[src/rtl/ext_irq_pkg.sv]
package ext_irq_pkg;

  localparam int CFG_W  = 4;
  localparam int MODE_W = 3;

  typedef enum logic [MODE_W-1:0] {
    TRIG_RISE = 3'd0,
    TRIG_FALL = 3'd1,
    TRIG_BOTH = 3'd2,
    TRIG_HIGH = 3'd3,
    TRIG_LOW  = 3'd4
  } trig_e;

  typedef struct packed {
    logic              en;
    logic [MODE_W-1:0] mode;
  } chan_cfg_t;

endpackage

[src/rtl/ext_irq_rst_sync.sv]
module ext_irq_rst_sync #(
  parameter int STAGES = 2
) (
  input  logic clk,
  input  logic arst_ni,
  output logic rst_no
);

  logic [STAGES-1:0] chain_q;
  logic [STAGES-1:0] chain_d;

  always_comb begin
    chain_d = {chain_q[STAGES-2:0], 1'b1};
  end

  always_ff @(posedge clk or negedge arst_ni) begin
    if (!arst_ni) chain_q <= '0;
    else          chain_q <= chain_d;
  end

  assign rst_no = chain_q[STAGES-1];

endmodule

[src/rtl/ext_irq_sync.sv]
module ext_irq_sync #(
  parameter int WIDTH  = 4,
  parameter int STAGES = 2
) (
  input  logic             clk,
  input  logic             rst_n,
  input  logic [WIDTH-1:0] d_i,
  output logic [WIDTH-1:0] q_o
);

  logic [STAGES-1:0][WIDTH-1:0] st_q;
  logic [STAGES-1:0][WIDTH-1:0] st_d;

  always_comb begin
    st_d[0] = d_i;
    for (int k = 1; k < STAGES; k++) begin
      st_d[k] = st_q[k-1];
    end
  end

  always_ff @(posedge clk or negedge rst_n) begin
    if (!rst_n) st_q <= '0;
    else        st_q <= st_d;
  end

  assign q_o = st_q[STAGES-1];

endmodule

[src/rtl/ext_irq_chan.sv]
module ext_irq_chan
  import ext_irq_pkg::*;
(
  input  logic      clk,
  input  logic      rst_n,
  input  logic      lvl_i,      // synchronised, gated pad value
  input  logic      path_s_i,   // synchronised path enable
  input  logic      path_en_i,  // live path enable
  input  chan_cfg_t cfg_i,
  output logic      irq_o
);

  logic      prev_q, prev_d;
  logic      path_q, path_d;
  chan_cfg_t cfg_q, cfg_d;
  logic      irq_q, irq_d;

  logic cfg_chg;
  logic rise, fall;
  logic edge_hit, lvl_hit;
  logic path_ok;

  always_comb begin
    cfg_chg  = (cfg_i != cfg_q) || (path_s_i != path_q);
    rise     = lvl_i & ~prev_q;
    fall     = ~lvl_i & prev_q;
    edge_hit = 1'b0;
    lvl_hit  = 1'b0;
    case (cfg_i.mode)
      TRIG_RISE: edge_hit = rise;
      TRIG_FALL: edge_hit = fall;
      TRIG_BOTH: edge_hit = rise | fall;
      TRIG_HIGH: lvl_hit  = lvl_i;
      TRIG_LOW:  lvl_hit  = ~lvl_i;
      default:   begin edge_hit = 1'b0; lvl_hit = 1'b0; end
    endcase
    path_ok = path_en_i & path_s_i;
    irq_d   = cfg_i.en & path_ok & ((edge_hit & ~cfg_chg) | lvl_hit);
    // history reloads every cycle, including the cycle of a config change
    prev_d  = lvl_i;
    path_d  = path_s_i;
    cfg_d   = cfg_i;
  end

  always_ff @(posedge clk or negedge rst_n) begin
    if (!rst_n) begin
      prev_q <= 1'b0;
      path_q <= 1'b0;
      cfg_q  <= '0;
      irq_q  <= 1'b0;
    end else begin
      prev_q <= prev_d;
      path_q <= path_d;
      cfg_q  <= cfg_d;
      irq_q  <= irq_d;
    end
  end

  assign irq_o = irq_q;

endmodule

[src/rtl/ext_irq_detect.sv]
module ext_irq_detect
  import ext_irq_pkg::*;
#(
  parameter int NUM_CH      = 2,
  parameter int SYNC_STAGES = 2
) (
  input  logic                    clk,
  input  logic                    rst_n,
  input  logic [NUM_CH-1:0]       pad_i,
  input  logic [NUM_CH-1:0]       path_en_i,
  input  logic [CFG_W*NUM_CH-1:0] cfg_i,
  output logic [NUM_CH-1:0]       irq_o,
  output logic                    wake_o
);

  localparam int SYNC_W = 2 * NUM_CH;

  logic              rst_core_n;
  logic [NUM_CH-1:0] gated;
  logic [SYNC_W-1:0] sync_q;

  ext_irq_rst_sync #(.STAGES(SYNC_STAGES)) u_rst_sync (
    .clk     (clk),
    .arst_ni (rst_n),
    .rst_no  (rst_core_n)
  );

  assign gated = pad_i & path_en_i;

  ext_irq_sync #(.WIDTH(SYNC_W), .STAGES(SYNC_STAGES)) u_sync (
    .clk   (clk),
    .rst_n (rst_core_n),
    .d_i   ({path_en_i, gated}),
    .q_o   (sync_q)
  );

  for (genvar g = 0; g < NUM_CH; g++) begin : g_ch
    chan_cfg_t cfg_g;
    assign cfg_g = chan_cfg_t'(cfg_i[CFG_W*g +: CFG_W]);

    ext_irq_chan u_chan (
      .clk       (clk),
      .rst_n     (rst_core_n),
      .lvl_i     (sync_q[g]),
      .path_s_i  (sync_q[NUM_CH+g]),
      .path_en_i (path_en_i[g]),
      .cfg_i     (cfg_g),
      .irq_o     (irq_o[g])
    );
  end

  assign wake_o = |irq_o;

endmodule

[config.mk]
export PLATFORM = sky130hd
export DESIGN_NAME = ext_irq_detect
export DESIGN_NICKNAME = d
export VERILOG_FILES = /design/src/rtl/ext_irq_pkg.sv /design/src/rtl/ext_irq_rst_sync.sv /design/src/rtl/ext_irq_sync.sv /design/src/rtl/ext_irq_chan.sv /design/src/rtl/ext_irq_detect.sv
export SDC_FILE = /design/constraint.sdc
export NUM_CORES = 1
export LEC_CHECK = 0
export ABC_AREA = 1
export BUFFER_PORTS_ARGS = -buffer_cell sky130_fd_sc_hd__buf_2
export CAP_MARGIN = 10
export CORE_AREA = 2 2 51 53
export CTS_CLUSTER_DIAMETER = 50
export DETAILED_ROUTE_END_ITERATION = 7
export DIE_AREA = 0 0 53 55
export REMOVE_ABC_BUFFERS = 1
export SYNTH_ARGS = -nofsm -noshare
export SYNTH_HDL_FRONTEND = slang
export SYNTH_HIERARCHICAL = 1
export SYNTH_SLANG_ARGS = --single-unit
[constraint.sdc]
create_clock -name clk -period 1.8 [get_ports clk]
set_input_delay 0.09 -clock clk [delete_from_list [all_inputs] [get_ports clk]]
set_output_delay 0.09 -clock clk [all_outputs]
set_load 0.02 [all_outputs]
==> impl_metrics.py <==
metrics = {
    "worst_setup_path": {
        "reg2reg_to": "g_ch[0].u_chan/irq_o",
        "critPathArrivalTime_ns": 1.51,
        "r2r_slack_ns": 0.53,
        "startpoint": "u_sync/q_o[0]",
        "cp.required_ns": 2.04,
        "r2r_cells": 9,
        "cp-start-kind": "flip-flop",
        "r2r_start": "u_sync/q_o[0]",
        "path_class": "flip-flop to flip-flop",
        "worstPathMaxFanout": 3,
        "endpoint_kind": "flip-flop",
    },
    "routing": {
        "topRoutingLayerUsed": "met4",
        "vias_per_cell": 4.23,
        "met1_length_um": 748,
        "wirelength_mm": 1.61,
        "met2_length_um": 796,
        "drc": 0,
        "wire_per_inst_um": 9.14,
        "drtIter0Drc": 1,
        "met3WireLength_um": 48,
        "drt-pass1-iter-count": 2,
        "vias": 745,
        "ant_nets": 0,
    },
    "placed_design": {
        "gp_congestion": 0.822,
        "placed_area_mm2": 0.00114,
        "io_buffers": 16,
        "dp_hpwl_mm": 1.17,
    },
    "timing": {
        "hold_viol": 0,
        "rsz0062_at_grt": "no",
        "hold_ws_ns": 0.0866,
        "clock_skew_ns": 0.0118,
        "setup_violations": 0,
        "fin_crit_sh": 0.704,
        "fin_setup_tns_ns": 0,
        "period_needed_ns": 1.27,
        "maxSlewViolCount": 0,
        "fmax_ghz": 0.789,
    },
    "power": {
        "p_switching_mw": 0.228,
        "swShare": 0.212,
        "intPower_mw": 0.845,
        "pwr_density_cell_mw_per_mm2": 811,
        "seq_power_share": 0.537,
        "p_leak_nw": 0.707,
        "comb_power_share": 0.110,
        "clockPowerShare": 0.353,
        "peakVddDrop_mv": 0.582,
    },
    "global_route": {
        "grt.total_usage": 0.141,
        "grt_max_degree": 23,
        "grt_pass1_wl_mm": 2.89,
        "overflow": 0,
        "grt_pass1_vias": 744,
        "antenna_found_initial": 0,
    },
    "clocking": {
        "clk_pin_slew_ns": 0.12,
        "clk_latency_ns": 0.31,
        "cts_tree": "yes",
        "cts-root-buf": "clkbuf_4",
        "htreeDepth": 1,
        "cts.sinks": 24,
        "clockBufferDepth": 2,
        "cts-buffers-inserted": 3,
        "post_cts_resized": 0,
    },
    "logic_synthesis": {
        "yosys.area.top_type": "dfrtp_1",
        "synth.area.top_cells": "dfrtp_1, nand2_1, inv_1, ha_1, nor2_1",
        "synth_top_area_frac": 0.591,
        "ys_warn_count": 6,
        "synthCells": 112,
        "ys_ff_latch": 24,
        "netlist_area_mm2": 0.00102,
        "syn_avg_cell_area_um2": 9.07,
        "synthDistinctLibCells": 14,
        "ys_seq_area_frac": 0.591,
    },
    "die": {
        "coreArea_mm2": 0.00236,
        "die_w_um": 53,
        "die_area_mm2": 0.00292,
        "start_util": 0.430,
        "chipHeight_um": 55,
        "rows": 18,
        "io_pins": 17,
    },
    "cells_and_area": {
        "final_area_mm2": 0.00132,
        "final_common_cell": "nand2_1",
        "layout.nets": 165,
        "final_cell_mix": "nand2_1, dfrtp_1, inv_1",
        "diodes": 0,
        "synthToLayoutAreaGrowth_pct": 30.3,
        "drive_above_1_share": 0.226,
    },
    "run": {
        "max_cap_viol_count": 0,
    },
    "worst_hold_path": {
        "hp-class": "input pin to asynchronous set/reset pin",
    },
    "status": {
        "status": "finished clean",
    },
}
[state kept, by name (all words and copies together) (netlist names)]
register            flops
g_ch.u_chan/prev_q      2
g_ch.u_chan/path_q      2
g_ch.u_chan/irq_o       2
u_sync/q_o              4
g_ch.u_chan/cfg_q       8
u_rst_sync/chain_q      2
u_sync/st_d             4
[Yosys cell counts]
cell type / n
nand2_1: 31
dfrtp_1: 24
inv_1: 20
nor2_1: 12
ha_1: 4
inv_2: 4
nand2_2: 4
a21oi_2: 2
nand3_1: 2
nor3_1: 2
nor3_2: 2
o21ai_0: 2
xnor2_1: 2
conb_1: 1
[timing repair]
item	in CTS	in global routing
endpoints found under the hold margin	14	0
hold buffers	13	0
buffers inserted	0	0
[critical path: stages, from the launching register on]
cell     delay (ns)
dfrtp_1        0.39
inv_1          0.07
ha_1           0.28
inv_1          0.06
nand2_1        0.04
nand2_1        0.06
nor2_1         0.04
nor2_1         0.09
nand2_1        0.06
a21oi_2        0.11
[metrics by stage]
stage / utilization / cells / setup slack, ns / total power, mW
floorplan: - / 112 / 0.646 / 0.646
global placement: 0.483 / 159 / 0.560 / 0.684
detailed placement: 0.483 / 159 / 0.533 / 0.687
CTS: 0.560 / 176 / 0.507 / 1.09
global route: 0.560 / 176 / 0.355 / 1.13
finish: 0.560 / 176 / 0.533 / 1.07
[kinds of logic after synthesis]
family	Yosys count	synth area share
buffers and inverters	24	0.0887
xor gates and xnor gates	2	0.0172
adders and majority gates	4	0.0493
DFF	24	0.591
and+or+nand+nor	53	0.223
other	1	0.00369
AOI/OAI and AO/OA	4	0.0271
[final cells by class]
type / count / area [um^2]
Fill cell: 224 / 1040
Sequential cell: 24 / 601
Multi-Input combinational cell: 64 / 325
Timing Repair Buffer: 30 / 218
Inverter: 24 / 90.1
Tap cell: 30 / 37.5
Clock inverter: 1 / 30.0
Clock buffer: 3 / 22.5
[how the worst max path moves through the flow]
stage                                       to  slack (ns)  cells after the start
after floorplan           g_ch[0].u_chan/irq_o        0.65                      9
after global placement    g_ch[0].u_chan/irq_o        0.56                      9
after detailed placement  g_ch[0].u_chan/irq_o        0.53                      9
after CTS                 g_ch[0].u_chan/irq_o        0.51                      9
after global routing      g_ch[0].u_chan/irq_o        0.36                      9
final                     g_ch[0].u_chan/irq_o        0.53                      9
[power by group through the flow]
stage               Sequential, mW  Clock [mW]  Combinational, mW
detailed placement           0.587           0             0.0994
finish                       0.576       0.379              0.118
CTS                          0.577       0.391              0.121
global placement             0.586           0             0.0973
floorplan                    0.592           0             0.0541
global route                 0.580       0.405              0.140
[layer usage]
| metal | GRT usage | vias to the layer above |
|---|---|---|
| li1 | - | 393 |
| met2 | 0.246 | 10 |
| met4 | 0.0641 | 0 |
| met1 | 0.168 | 340 |
| met5 | 0 | - |
| met3 | 0.0323 | 2 |
No activity file was read; power rests on OpenSTA's default activity.
